==> src/rtl/combo_lock_pkg.sv <==
package combo_lock_pkg;

  localparam int unsigned ST_W = 3;

  typedef enum logic [ST_W-1:0] {
    ST_IDLE      = 3'd0,
    ST_FIRST_OK  = 3'd1,
    ST_FIRST_BAD = 3'd2,
    ST_OPEN      = 3'd3,
    ST_ERR       = 3'd4,
    ST_PROG1     = 3'd5,
    ST_PROG2     = 3'd6
  } lock_state_e;

endpackage

==> src/rtl/combo_store.sv <==
// Stored digits. Deliberately untouched by the state-machine reset;
// only the restore input or a programming write changes them.
module combo_store #(
  parameter int unsigned DIGIT_W    = 2,
  parameter int unsigned NUM_DIGITS = 2,
  parameter logic [NUM_DIGITS*DIGIT_W-1:0] DEF_COMBO = 4'b0111
) (
  input  logic                                clk,
  input  logic                                combo_rst,
  input  logic [NUM_DIGITS-1:0]               wr_en,
  input  logic [DIGIT_W-1:0]                  code,
  output logic [NUM_DIGITS-1:0][DIGIT_W-1:0]  digits
);

  for (genvar g = 0; g < NUM_DIGITS; g++) begin : g_digit
    logic [DIGIT_W-1:0] dig_q;
    logic [DIGIT_W-1:0] dig_d;
    logic               dig_en;

    always_comb begin
      dig_en = combo_rst | wr_en[g];
      dig_d  = combo_rst ? DEF_COMBO[g*DIGIT_W +: DIGIT_W] : code;
    end

    always_ff @(posedge clk) begin
      if (dig_en) begin
        dig_q <= dig_d;
      end
    end

    assign digits[g] = dig_q;
  end

endmodule

==> src/rtl/lock_fsm.sv <==
module lock_fsm
  import combo_lock_pkg::*;
#(
  parameter int unsigned DIGIT_W = 2
) (
  input  logic               clk,
  input  logic               rst_n,
  input  logic               enter,
  input  logic               combo_rst,
  input  logic [DIGIT_W-1:0] code,
  input  logic [DIGIT_W-1:0] dig_first,
  input  logic [DIGIT_W-1:0] dig_second,
  output lock_state_e        state,
  output logic [1:0]         wr_en
);

  lock_state_e state_q;
  lock_state_e state_d;
  logic        first_hit;
  logic        second_hit;

  assign first_hit  = (code == dig_first);
  assign second_hit = (code == dig_second);

  always_comb begin
    state_d = state_q;
    wr_en   = 2'b00;
    if (combo_rst) begin
      state_d = ST_IDLE;
    end else if (enter) begin
      unique case (state_q)
        ST_IDLE:      state_d = first_hit ? ST_FIRST_OK : ST_FIRST_BAD;
        ST_FIRST_OK:  state_d = second_hit ? ST_OPEN : ST_ERR;
        ST_FIRST_BAD: state_d = ST_ERR;
        ST_OPEN:      state_d = ST_PROG1;
        ST_ERR:       state_d = ST_IDLE;
        ST_PROG1: begin
          wr_en[0] = 1'b1;
          state_d  = ST_PROG2;
        end
        ST_PROG2: begin
          wr_en[1] = 1'b1;
          state_d  = ST_OPEN;
        end
        default:      state_d = ST_IDLE;
      endcase
    end
  end

  always_ff @(posedge clk or negedge rst_n) begin
    if (!rst_n) begin
      state_q <= ST_IDLE;
    end else begin
      state_q <= state_d;
    end
  end

  assign state = state_q;

endmodule

==> src/rtl/lock_outdec.sv <==
module lock_outdec
  import combo_lock_pkg::*;
#(
  parameter int unsigned DIGIT_W = 2,
  localparam int unsigned DBG_W  = 2*DIGIT_W + ST_W + 1
) (
  input  lock_state_e        state,
  input  logic [DIGIT_W-1:0] dig_first,
  input  logic [DIGIT_W-1:0] dig_second,
  output logic               open,
  output logic               error,
  output logic               prog1,
  output logic               prog2,
  output logic [DBG_W-1:0]   dbg
);

  always_comb begin
    open  = (state == ST_OPEN);
    error = (state == ST_ERR);
    prog1 = (state == ST_PROG1);
    prog2 = (state == ST_PROG2);
    dbg   = {dig_first, dig_second, 1'b0, state};
  end

endmodule

==> src/rtl/combo_lock_ctrl.sv <==
module combo_lock_ctrl
  import combo_lock_pkg::*;
#(
  parameter int unsigned DIGIT_W = 2,
  parameter logic [DIGIT_W-1:0] DEF_FIRST  = 2'b11,
  parameter logic [DIGIT_W-1:0] DEF_SECOND = 2'b01,
  localparam int unsigned DBG_W = 2*DIGIT_W + ST_W + 1
) (
  input  logic               clk,
  input  logic               rst_n,
  input  logic [DIGIT_W-1:0] code,
  input  logic               enter,
  input  logic               combo_rst,
  output logic               open,
  output logic               error,
  output logic               prog1,
  output logic               prog2,
  output logic [DBG_W-1:0]   dbg
);

  localparam int unsigned NUM_DIGITS = 2;

  logic [NUM_DIGITS-1:0][DIGIT_W-1:0] digits;
  logic [NUM_DIGITS-1:0]              wr_en;
  lock_state_e                        state;

  combo_store #(
    .DIGIT_W    (DIGIT_W),
    .NUM_DIGITS (NUM_DIGITS),
    .DEF_COMBO  ({DEF_SECOND, DEF_FIRST})
  ) store_i (
    .clk       (clk),
    .combo_rst (combo_rst),
    .wr_en     (wr_en),
    .code      (code),
    .digits    (digits)
  );

  lock_fsm #(
    .DIGIT_W (DIGIT_W)
  ) fsm_i (
    .clk        (clk),
    .rst_n      (rst_n),
    .enter      (enter),
    .combo_rst  (combo_rst),
    .code       (code),
    .dig_first  (digits[0]),
    .dig_second (digits[1]),
    .state      (state),
    .wr_en      (wr_en)
  );

  lock_outdec #(
    .DIGIT_W (DIGIT_W)
  ) dec_i (
    .state      (state),
    .dig_first  (digits[0]),
    .dig_second (digits[1]),
    .open       (open),
    .error      (error),
    .prog1      (prog1),
    .prog2      (prog2),
    .dbg        (dbg)
  );

endmodule

==> config.mk <==
export PLATFORM = sky130hd
export DESIGN_NAME = combo_lock_ctrl
export DESIGN_NICKNAME = d
export VERILOG_FILES = /design/src/rtl/combo_lock_pkg.sv /design/src/rtl/combo_store.sv /design/src/rtl/lock_fsm.sv /design/src/rtl/lock_outdec.sv /design/src/rtl/combo_lock_ctrl.sv
export SDC_FILE = /design/constraint.sdc
export NUM_CORES = 1
export LEC_CHECK = 0
export ABC_CLOCK_PERIOD_IN_PS = 2120
export BUFFER_PORTS_ARGS = -buffer_cell sky130_fd_sc_hd__buf_2
export CORE_AREA = 2 2 39 41
export DETAILED_ROUTE_END_ITERATION = 6
export DIE_AREA = 0 0 41 43
export HOLD_SLACK_MARGIN = 0.05
export SLEW_MARGIN = 20
export SYNTH_ARGS = -nofsm -noshare
export SYNTH_HDL_FRONTEND = slang
export SYNTH_SLANG_ARGS = --single-unit
==> constraint.sdc <==
create_clock -name clk -period 2.12 [get_ports clk]
set_input_delay 0.424 -clock clk [delete_from_list [all_inputs] [get_ports clk]]
set_output_delay 0.424 -clock clk [all_outputs]
set_load 0.01 [all_outputs]
# ---- Word-level counts from Yosys, hierarchy flattened
# Index checks and enable logic that the tools add are counted.
dict set report op_classes {
  addsub 0
  multipliers 0
  div_mod_pow 0
  order_cmp 0
  n_eq_ne 8
  n_shift 0
  n_mux 9
  n_bitwise 2
  n_reduce_logical 2
}
# operator count
set op_table {}
lappend op_table {{$pmux W3 S6} 1}
lappend op_table {{$eq A3 B3 Y1 const B} 3}
lappend op_table {{$mux W3} 3}
lappend op_table {{$eq A3 B2 Y1 const B} 2}
lappend op_table {{$mux W2} 3}
lappend op_table {{$eq A2 B2 Y1} 2}
lappend op_table {{$eq A3 B1 Y1 const B} 1}
lappend op_table {{$logic_not A3 Y1} 1}
lappend op_table {{$mux W1} 2}
lappend op_table {{$or A1 B1 Y1} 2}
lappend op_table {{$reduce_bool A2 Y1} 1}
dict set report word_totals {
  ff_bits 7
  latch_bits 0
  ramBits 0
  mem_bits_ro 0
  input_bits 6
  output_inout_bits 12
  elab_cells 24
  mem_count 0
}

# ---- Logic depth before layout (Yosys ltp)
# Gate-level depths: netlist of run 1.
dict set report depth {
  word_depth 5
  mapped_depth 4
  ltp_nobuf 4
}

# ---- Hierarchy
# From an unflattened synthesis of run 1, not the netlist that was laid out.
dict set report hier_totals {
  hier_cells 59
  hier_area_um2 579.3
}
# module instances cells_each area_per_inst_um2 seq_area_each_um2
set by_module_without_submodules {}
lappend by_module_without_submodules {lock_fsm 1 37 324.1 75.1}
lappend by_module_without_submodules {combo_store 1 9 151.4 120.1}
lappend by_module_without_submodules {lock_outdec 1 13 103.8 0.0}

# ---- Worst setup path after synthesis of run 1
# No wires, ideal clock.
dict set report synth_path {
  path_type {register to register}
  startpoint {register fsm_i.state_q[0], in the netlist fsm_i.state[0]}
  endpoint {register store_i.g_digit[1].dig_q[0], enable pin}
  setup_ns 0.295
  arrival_ns 0.971
  required_time_ns 1.825
  setup_slack_ns 0.854
  path_stages_with_launch 4
  path_buffers 1
  period_less_slack_ns 1.266
  cell_sequence {dfrtp_1 > buf_2 > nor2_1 > a21o_1}
}
dict set report synth_between {
  elab_chain_cells 5
}
# element line
set synth_lines {}
lappend synth_lines {{start: declaration} lock_fsm.sv:17} ;# lock_state_e state_q;
lappend synth_lines {{start signal: assignment} lock_fsm.sv:54} ;# state_q <= state_d;
lappend synth_lines {{$eq A3 B3 Y1} n/a}
lappend synth_lines {{net prog2} combo_lock_ctrl.sv:17} ;# output logic prog2,
lappend synth_lines {{$mux W1} lock_fsm.sv:31} ;# unique case (state_q)
lappend synth_lines {{$mux W2} lock_fsm.sv:30} ;# end else if (enter) begin
lappend synth_lines {{$mux W2} lock_fsm.sv:28} ;# if (combo_rst) begin
lappend synth_lines {{$or A1 B1 Y1} combo_store.sv:21} ;# dig_en = combo_rst | wr_en[g];
lappend synth_lines {{net store_i.g_digit[1].dig_en} combo_store.sv:18} ;# logic dig_en;
lappend synth_lines {{end signal: assignment} combo_store.sv:27} ;# dig_q <= dig_d;
lappend synth_lines {{end: declaration} combo_store.sv:16} ;# logic [DIGIT_W-1:0] dig_q;
# The timed path passes the listed nets, and every way through them passes these cells.
# A chain may end at the register's enable or synchronous reset.

# ---- Worst setup path in the final report of run 1
dict set report layout_path {
  startpoint {register fsm_i.state_q[1], in the netlist fsm_i.state[1]}
  endpoint {output port prog1}
}
dict set report layout_between {
  elab_chain_cells 1
}
# element line
set layout_lines {}
lappend layout_lines {{$eq A3 B3 Y1} lock_outdec.sv:20} ;# prog1 = (state == ST_PROG1);
lappend layout_lines {{end: declaration} combo_lock_ctrl.sv:16} ;# output logic prog1,
# No other way between the ends.

==> results of run 1 <==
==> per-stage QoR <==
| stage | setup slack (ns) | cells |
|---|---|---|
| 6_report | 0.496 | 78 |
| 5_1_grt | 0.394 | 78 |
| 4_1_cts | 0.485 | 78 |
| 3_5_place_dp | 0.775 | 73 |
| 3_3_place_gp | 0.756 | 73 |
| 2_1_floorplan | 0.854 | 43 |
==> logic make-up (layout without fill, tap and decap cells) <==
family / after synthesis / count (layout) / synth area share, %
buffers and inverters: 5 / 24 / 5.43
xor gates and xnor gates: 4 / 4 / 8.00
AOI/OAI and AO/OA: 13 / 13 / 24.6
DFF: 7 / 7 / 44.6
and+or+nand+nor: 12 / 12 / 14.3
muxes: 1 / 1 / 2.29
other: 1 / 1 / 0.856
==> sequential cells by signal, indices dropped and copies added, names as in the netlist <==
signal	flops
store_i.g_digit.dig_q	4
fsm_i.state	3
==> worst min-delay path by stage <==
| stage | start | slack [ns] | depth (start not counted) | end |
|---|---|---|---|---|
| after floorplan | rst_n | 0.13 | 0 | fsm_i.state[0] |
| after global placement | rst_n | 0.22 | 1 | fsm_i.state[2] |
| after detailed placement | rst_n | 0.22 | 1 | fsm_i.state[0] |
| after CTS | combo_rst | 0.43 | 2 | fsm_i.state[1] |
| after global routing | combo_rst | 0.44 | 2 | fsm_i.state[1] |
| final | combo_rst | 0.44 | 2 | fsm_i.state[1] |
==> per-layer routing <==
metal  global-route usage [%]  vias up  wire length, µm
met5                        0        -                0
li1                         -      192                -
met3                     3.14        2               50
met2                     18.1       11              464
met1                     15.3      179              397
met4                     10.0        0                9
==> what timing repair did <==
item | in CTS | in global routing
setup buffers | 0 | 0
gates resized for setup | 0 | 0
endpoints found under the hold margin | 3 | 0
hold buffers | 1 | 0
==> layout by cell type, fill, tap and decap left out <==
| master | count |
|---|---|
| a211oi_1 | 1 |
| a211oi_2 | 1 |
| a21o_1 | 2 |
| a21oi_1 | 1 |
| a21oi_2 | 1 |
| a221oi_2 | 1 |
| a31oi_1 | 1 |
| and3_1 | 1 |
| and3_2 | 1 |
| buf_2 | 16 |
| clkbuf_1 | 1 |
| clkbuf_4 | 3 |
| conb_1 | 1 |
| dfrtp_1 | 3 |
| dlygate4sd3_1 | 1 |
| edfxtp_1 | 4 |
| inv_1 | 3 |
| mux2i_1 | 1 |
| nand2_1 | 2 |
| nand2_2 | 1 |
| nor2_1 | 3 |
| nor2b_1 | 1 |
| nor3_1 | 1 |
| o211ai_1 | 2 |
| o21ai_0 | 1 |
| o21ai_2 | 1 |
| o32ai_1 | 1 |
| or2_2 | 2 |
| xnor2_1 | 2 |
| xor2_1 | 2 |
==> final cells by class <==
cell class,instances,area (µm²)
Timing Repair Buffer,17,90.1
Multi-Input combinational cell,31,219
Tap cell,16,20.0
Clock buffer,4,26.3
Fill cell,153,822
Sequential cell,7,195
Inverter,3,11.3
==> Yosys cell counts (2+ instances only) <==
cell type  number  area (µm²)
nand2_1         2        7.51
or2_2           2        12.5
o211ai_1        2        15.0
a21o_1          2        15.0
xor2_1          2        17.5
nor2_1          3        11.3
inv_1           3        11.3
xnor2_1         2        17.5
edfxtp_1        4         120
dfrtp_1         3        75.1
==> power by group <==
group	leakage (nW)	total, mW	switching (mW)	internal [mW]
Clock	0.0150	0.122	0.0498	0.0719
Combinational	0.170	0.0808	0.0453	0.0355
Sequential	0.0768	0.171	0.0158	0.155
Total	0.262	0.373	0.111	0.262
==> worst max-delay path, cell delays in order, from the launching register on <==
cell	delay, ns
dfrtp_1	0.44
inv_1	0.17
and3_2	0.21
buf_2	0.13
==> parameters.txt, run 1 <==
Parameter                              Value

Run status
  Run status    finished clean

Layout
  Number of nets in the layout    69
  Diodes inserted    0
  Fraction of layout instances using a drive strength above 1    43.5%
  Synth-to-layout area growth    28.3%
  Finished Cell Area    roughly 560 µm²
  Final Util    40.6%

Clock network
  CTS tree    built
  Clock tree sinks    7
  TritonCTS Buffers    3
  Max clock buf depth    2
  Number of levels in the clock H-tree    1
  Clock Latency Late Sink    0.25 ns
  Clock slew at the register clock pins of the worst setup and hold paths    0.06 ns
  Clock root buffer    clkbuf_4

Global route
  GRT Util Overall    approximately an eighth
  Final global-route overflow total    0
  Via count of the first global-routing pass    between 300 and 400
  Maximum number of pins on one net before global-route repair    13
  Wire length of the first global-routing pass    1450 µm
  Number of antenna violations at the first check in global routing    0

Logic synthesis
  Total standard cell area after synthesis    roughly 440 µm²
  Number of warnings issued by yosys    0
  Netlist cell types    28
  Count of mapped cells out of synthesis    43
  Post-synth ARST share    42.9%
  Flip-flop and latch count after synthesis    7
  Mapped Nets    49
  EDFF count, synth    4
  Sequential cell area fraction in the yosys report    roughly 45%
  Mean area per synthesized cell    slightly above 10 µm²
  Most used flip-flop cell after synthesis    edfxtp_1

Floorplanning
  Die Y-Extent    roughly 43 µm
  Standard-cell row count    14
  Die Wd    ~40 µm
  Floorplan Core Area    ~1400 µm²
  Number of top-level pins    18
  Full die area    1760 µm²
  Initial core utilization    31.6%

Timing
  Total negative setup slack    0 ns
  Max Clk Rate    roughly 0.62 GHz
  Worst setup skew after layout    0.00855 ns
  Hold violation total from the final report    0
  Setup violators final    0
  Unrepaired setup endpoints after global routing    false
  Fin Hold WS    0.436 ns
  Max-slew violation total from the final report    0
  Post-route clock period utilization    76.6%
  Final min period    roughly 1.6 ns

Worst setup path
  Kind of start point of the critical path    flip-flop
  Endpoint arrival time on the critical path    1.20 ns
  Element type at the critical path end    output pin
  Worst-case register-to-register setup slack    0.85 ns
  Number of cells traversed by the worst register-to-register path    3
  Worst Path Class, Setup    reg2out
  Reg2reg start    fsm_i.state[0]
  Launching instance or port of the critical path    fsm_i.state[1]
  Endpoint required time on the critical path    1.70 ns
  End of the worst register-to-register path    fsm_i.state[0]
  Worst setup path endpoint    prog1
  Maximum net fanout on the critical path    6

Placement
  Routability Congestion    0.724
  Placed instance area    526 µm²
  Post-detailed-placement half-perimeter wirelength    714 µm
  I/O Buffers    16

Power and ir drop
  Overall power after layout    373 µW
  Leakage power total    roughly 0.26 nW
  Power density over cell area    665 nW/µm²
  Max VDD drop    0.295 mV

Drt
  Length of the first detailed-routing pass in iterations    4
  Drt drc    0
  Average wire per standard cell    11.8 µm
  Sum of routed wire length over all layers    ~900 µm
  Via density per instance    4.92
  Remaining antenna violation count after routing    0
  Initial drt markers    9
  Via count of the routed design    384

Hold path
  Path category of the worst min-delay check    in2reg

Flow run
  Max-cap viol count    0
Power figures use the tool's default switching activity.
==> inputs of run 2 (changes only) <==
--- a/config.mk
+++ b/config.mk
@@ -5,11 +5,11 @@
 export SDC_FILE = /design/constraint.sdc
 export NUM_CORES = 1
 export LEC_CHECK = 0
-export ABC_CLOCK_PERIOD_IN_PS = 2120
+export ABC_AREA = 1
+export ABC_CLOCK_PERIOD_IN_PS = 1600
 export BUFFER_PORTS_ARGS = -buffer_cell sky130_fd_sc_hd__buf_2
-export CORE_AREA = 2 2 39 41
+export CORE_UTILIZATION = 34
 export DETAILED_ROUTE_END_ITERATION = 6
-export DIE_AREA = 0 0 41 43
 export HOLD_SLACK_MARGIN = 0.05
 export SLEW_MARGIN = 20
 export SYNTH_ARGS = -nofsm -noshare
==> constraint.sdc (replaced) <==
create_clock -name clk -period 1.6 [get_ports clk]
set_input_delay 0.32 -clock clk [delete_from_list [all_inputs] [get_ports clk]]
set_output_delay 0.32 -clock clk [all_outputs]
set_load 0.01 [all_outputs]
==> parameters.txt, run 2 <==
Parameter                              Value

Run status
  Run status    finished clean

Logic synthesis
  Cells taking the most area after synthesis    edfxtp_1 (25%), nand2_1 (25%), dfrtp_1 (16%)
  Count of mapped cells out of synthesis    75
  Proportion of netlist area held by the largest area contributor    between 20% and 30%
  Number of warnings issued by yosys    0
  Largest area contributor in the synthesized netlist    edfxtp_1
  Post-synth ARST share    42.9%
  Sequential cell area fraction in the yosys report    41.4%
  Mean area per synthesized cell    6.29 µm²
  EDFF count, synth    4
  Netlist cell types    12
  Total standard cell area after synthesis    472 µm²
  Most frequently used cell type in the post-synthesis netlist    nand2_1
  Flip-flop and latch count after synthesis    7
  Most used flip-flop cell after synthesis    edfxtp_1
  Mapped Nets    81
  Top cell types by occurrence after synthesis    nand2_1 (31), inv_1 (13), nor2_1 (8)

Clock network
  Clock tree sinks    7
  CTS tree    built
  Clock Latency Late Sink    0.25 ns
  Post_cts resized    0
  Max clock buf depth    2
  Number of levels in the clock H-tree    1
  Clock slew at the register clock pins of the worst setup and hold paths    about 0.05 ns
  TritonCTS Buffers    3
  Clock root buffer    clkbuf_4
  Number of buffers inserted by post-CTS setup repair    0
  Number of hold buffers added after cts    1

Floorplanning
  Floorplan Core Area    1300 µm²
  Die Y-Extent    39.2 µm
  Full die area    1540 µm²
  Initial core utilization    36.2%
  Die Wd    ~40 µm
  Number of top-level pins    18
  Standard-cell row count    13

Timing
  Fin Hold WS    0.358 ns
  Setup violators final    0
  Hold violation total from the final report    0
  Post-route clock period utilization    between 90% and 100%
  Total negative setup slack    0 ns
  Max-slew violation total from the final report    0
  Final min period    1.47 ns
  Unrepaired setup endpoints after global routing    false
  Max Clk Rate    0.682 GHz
  Worst setup skew after layout    between 0.004 and 0.005 ns

Global route
  Via count of the first global-routing pass    379
  Final global-route overflow total    0
  Maximum number of pins on one net before global-route repair    9
  Wire length of the first global-routing pass    between 1500 and 2000 µm
  GRT Util Overall    between 10% and 20%
  Number of antenna violations at the first check in global routing    0

Worst setup path
  Master of the slowest instance on the critical path    dfrtp_1
  Slowest cell delay on critical path    0.44 ns
  Worst-case register-to-register setup slack    between 0.2 and 0.3 ns
  Number of cells traversed by the worst register-to-register path    3
  Critical path depth    4
  Maximum net fanout on the critical path    6
  Reg2reg start    fsm_i.state[1]
  Endpoint arrival time on the critical path    1.15 ns
  Worst setup path endpoint    prog1
  Worst Path Class, Setup    reg2out
  Launching instance or port of the critical path    fsm_i.state[1]
  Kind of start point of the critical path    flip-flop
  Element type at the critical path end    output pin
  End of the worst register-to-register path    store_i.g_digit[0].dig_q[0]
  Endpoint required time on the critical path    about 1.3 ns
  Top delay family on crit path    flip-flops
  CP cell instances    nor2_2 > nand2_2 > inv_1 > buf_2
  Number of buffer and inverter stages on the critical path    2

Drt
  Length of the first detailed-routing pass in iterations    4
  Drt drc    0
  Initial drt markers    8
  Via count of the routed design    484
  Remaining antenna violation count after routing    0
  Average wire per standard cell    9.13 µm
  Via density per instance    4.40
  Sum of routed wire length over all layers    1000 µm

Layout
  Commonest non-fill, non-tap cell in the layout    nand2_1
  Commonest non-fill, non-tap cells in the layout    nand2_1 (31), buf_2 (16), inv_1 (13), nor2_1 (8), nand3_1 (6)
  Diodes inserted    0
  Fraction of layout instances using a drive strength above 1    about a quarter
  FILL cells    148
  Number of nets in the layout    102
  Register bank with the most flops    store_i.g_digit.dig_q
  Final Util    46.1%
  Flip-flop count of the largest register, all copies and words added    4
  Synth-to-layout area growth    27.1%

Power and ir drop
  Sequential share of power    46.1%
  Total net switching power    138 µW
  Clock share of power    about a third
  Overall power after layout    475 µW
  Switching power share of the total    29.2%
  Max VDD drop    0.418 mV
  Logic gate share of total power    a little over 20%
  Leakage power total    0.379 nW
  Power density over cell area    792 nW/µm²
  Internal Dissipation    336 µW

Placement
  Post-detailed-placement half-perimeter wirelength    820 µm
  Routability Congestion    0.799
  I/O Buffers    16

Flow run
  Max-cap viol count    0

Hold path
  Path category of the worst min-delay check    in2reg
  Number of instances on the worst hold path    4
[run 2: cell count changes in the layout (fill, tap and decap cells not counted), sizes merged, moves of 2 or more]
cell    previous run  this run
nand3              0         6
a21o               2         0
xor2               2         0
a211oi             2         0
a21oi              2         0
nand2              3        32
nor2               3         9
and3               2         0
o211ai             2         0
o21ai              2         4
xnor2              2         0
inv                3        15
or2                2         0
[run 2: routing by layer]
| layer | GRT usage [%] | wire [µm] |
|---|---|---|
| met1 | 19.7 | 482 |
| met2 | 22.5 | 447 |
| met3 | 5.20 | 52 |
| met4 | 10.3 | 22 |
| met5 | 0 | 0 |
[run 2: worst min path at each step]
stage	from	endpoint
5_1_grt	enter	fsm_i.state[2]
4_1_cts	enter	fsm_i.state[2]
3_5_place_dp	rst_n	fsm_i.state[0]
2_1_floorplan	rst_n	fsm_i.state[0]
3_3_place_gp	rst_n	fsm_i.state[0]
6_report	enter	fsm_i.state[0]
[run 2: through the flow]
stage	instances	setup WS, ns	area, µm²
floorplan	75	0.356	472
global placement	105	0.364	563
detailed placement	105	0.325	563
CTS	110	0.135	599
global route	110	0.0614	599
finish	110	0.133	599
[run 2: kinds of logic after synthesis]
group | after synthesis | synth area share (%)
other | 1 | 0.795
buffers and inverters | 16 | 13.5
flip-flops | 7 | 41.4
AO/OA/AOI/OAI | 4 | 4.24
AND/OR/NAND/NOR | 47 | 40.1
[run 2: area by class of cell]
class	count	area [µm²]	area share, %
repair buffers	17	90.1	15.0
multi-input cells	52	213	35.5
inverters	15	56.3	9.39
well taps	15	18.8	3.13
clock buffers	4	26.3	4.38
flip-flops and latches	7	195	32.6
[run 2: tightest hold or removal path, delay by kind of cell]
kind	cells	cell delay, ns
AND/OR/NAND/NOR	3	0.17
buffers and inverters	1	0.09
[run 2: power by group through the flow]
stage               Clock (mW)  Sequential, mW  Combinational [mW]
global placement             0           0.221              0.0956
CTS                      0.163           0.219              0.0977
finish                   0.159           0.219              0.0967
detailed placement           0           0.221              0.0952
global route             0.173           0.221               0.114
floorplan                    0           0.225              0.0578
==> inputs of run 3 (changes only) <==
--- a/config.mk
+++ b/config.mk
@@ -11,6 +11,7 @@
 export CORE_UTILIZATION = 34
 export DETAILED_ROUTE_END_ITERATION = 6
 export HOLD_SLACK_MARGIN = 0.05
+export PLACE_DENSITY = 0.57
 export SLEW_MARGIN = 20
 export SYNTH_ARGS = -nofsm -noshare
 export SYNTH_HDL_FRONTEND = slang
==> parameters.txt, run 3 (synthesized netlist as in run 2, its figures left out) <==
Parameter                              Value

Floorplanning
  Initial core utilization    a little over a third
  Standard-cell row count    13
  Die Wd    between 30 and 40 µm
  Full die area    1540 µm²
  Die Y-Extent    39.2 µm
  Number of top-level pins    18
  Floorplan Core Area    1300 µm²

Clock network
  Number of hold buffers added after cts    1
  Post_cts resized    0
  Max clock buf depth    2
  Clock tree sinks    7
  Clock Latency Late Sink    approximately 0.25 ns
  Number of levels in the clock H-tree    1
  TritonCTS Buffers    3
  Number of buffers inserted by post-CTS setup repair    0
  Clock slew at the register clock pins of the worst setup and hold paths    0.05 ns
  Clock root buffer    clkbuf_4
  CTS tree    built

Drt
  Via density per instance    4.33
  Via count of the routed design    476
  Sum of routed wire length over all layers    approximately 970 µm
  Drt drc    0
  Remaining antenna violation count after routing    0
  Average wire per standard cell    between 8 and 9 µm
  Initial drt markers    7
  Length of the first detailed-routing pass in iterations    3

Layout
  Commonest non-fill, non-tap cells in the layout    nand2_1 (31), buf_2 (16), inv_1 (13), nor2_1 (8), nand3_1 (6)
  Fraction of layout instances using a drive strength above 1    about a quarter
  Area taken by flip-flops and latches    195 µm²
  Flip-flop count of the largest register, all copies and words added    4
  Synth-to-layout area growth    27.1%
  Number of nets in the layout    102
  Diodes inserted    0
  Non-Filler Instances    110
  Area of combinational cells with multiple inputs    between 200 and 250 µm²
  FILL cells    between 150 and 200
  Register bank with the most flops    store_i.g_digit.dig_q
  Commonest non-fill, non-tap cell in the layout    nand2_1

Timing
  Hold violation total from the final report    0
  Worst setup skew after layout    0.00269 ns
  Setup slack of the critical path after layout    roughly 0.13 ns
  Total negative setup slack    0 ns
  Final min period    1.47 ns
  Post-route clock period utilization    91.6%
  Max-slew violation total from the final report    0
  Max Clk Rate    roughly 0.68 GHz
  Unrepaired setup endpoints after global routing    false
  Fin Hold WS    around 0.36 ns
  Setup violators final    0

Worst setup path
  Worst-case register-to-register setup slack    0.30 ns
  Launching instance or port of the critical path    fsm_i.state[2]
  Number of cells traversed by the worst register-to-register path    4
  End of the worst register-to-register path    store_i.g_digit[0].dig_q[0]
  Worst Path Class, Setup    reg2out
  Endpoint arrival time on the critical path    1.15 ns
  Kind of start point of the critical path    flip-flop
  Endpoint required time on the critical path    1.28 ns
  Maximum net fanout on the critical path    8
  Element type at the critical path end    output pin
  Worst setup path endpoint    open
  Reg2reg start    fsm_i.state[0]

Placement
  I/O Buffers    16
  Placed Instances    105
  Post-detailed-placement half-perimeter wirelength    819 µm
  Routability Congestion    between 0.8 and 0.9
  Setup slack at placement    0.320 ns

Power and ir drop
  Max VDD drop    about 0.40 mV
  Power density over cell area    785 nW/µm²
  Leakage power total    0.379 nW
  Overall power after layout    470 µW

Global route
  Number of antenna violations at the first check in global routing    0
  Final global-route overflow total    0
  GRT Util Overall    15.3%
  Via count of the first global-routing pass    around 390
  Wire length of the first global-routing pass    1480 µm
  Maximum number of pins on one net before global-route repair    9

Run status
  Run status    finished clean

Hold path
  Path category of the worst min-delay check    in2reg

Flow run
  Max-cap viol count    0
[run 3: cell counts in the layout (fill, tap and decap cells not counted)]
Identical to the previous run, type by type.
[run 3: metal layers]
metal | global-route usage, % | routed length [µm] | up-vias | share of wire, %
li1 | - | - | 261 | -
met1 | 17.4 | 471 | 205 | 49
met2 | 22.5 | 459 | 8 | 48
met3 | 6.94 | 30 | 2 | 3.1
met4 | 10.3 | 5 | 0 | 0.52
met5 | 0 | 0 | - | 0
[run 3: layout make-up]
| cell class | count | share of cell area, % |
|---|---|---|
| Multi-Input combinational cell | 52 | 35.5 |
| Sequential cell | 7 | 32.6 |
| Timing Repair Buffer | 17 | 15.0 |
| Inverter | 15 | 9.39 |
| Clock buffer | 4 | 4.38 |
| Tap cell | 15 | 3.13 |
[run 3: worst max-delay path: stages, from the launching register on]
cell	delay [ns]
dfrtp_1	0.46
inv_2	0.09
nand2_1	0.07
nor2_1	0.13
buf_2	0.15
[run 3: worst min-delay path by stage]
| stage | from | to | cells past startpoint |
|---|---|---|---|
| global route | enter | fsm_i.state[2] | 4 |
| finish | enter | fsm_i.state[0] | 4 |
| global placement | rst_n | fsm_i.state[0] | 1 |
| detailed placement | rst_n | fsm_i.state[1] | 1 |
| floorplan | rst_n | fsm_i.state[0] | 0 |
| CTS | enter | fsm_i.state[2] | 4 |
[run 3: report_power, final]
part           switching, mW  internal [mW]  total, mW
Clock                 0.0611         0.0949      0.156
Combinational         0.0591         0.0369     0.0960
Sequential            0.0141          0.204      0.218
Total                  0.134          0.336      0.470
[run 3: metrics by stage]
| stage | util (%) | area [µm²] |
|---|---|---|
| finish | 46.1 | 599 |
| global route | 46.1 | 599 |
| CTS | 46.1 | 599 |
| detailed placement | 43.3 | 563 |
| global placement | 43.3 | 563 |
| floorplan | - | 472 |
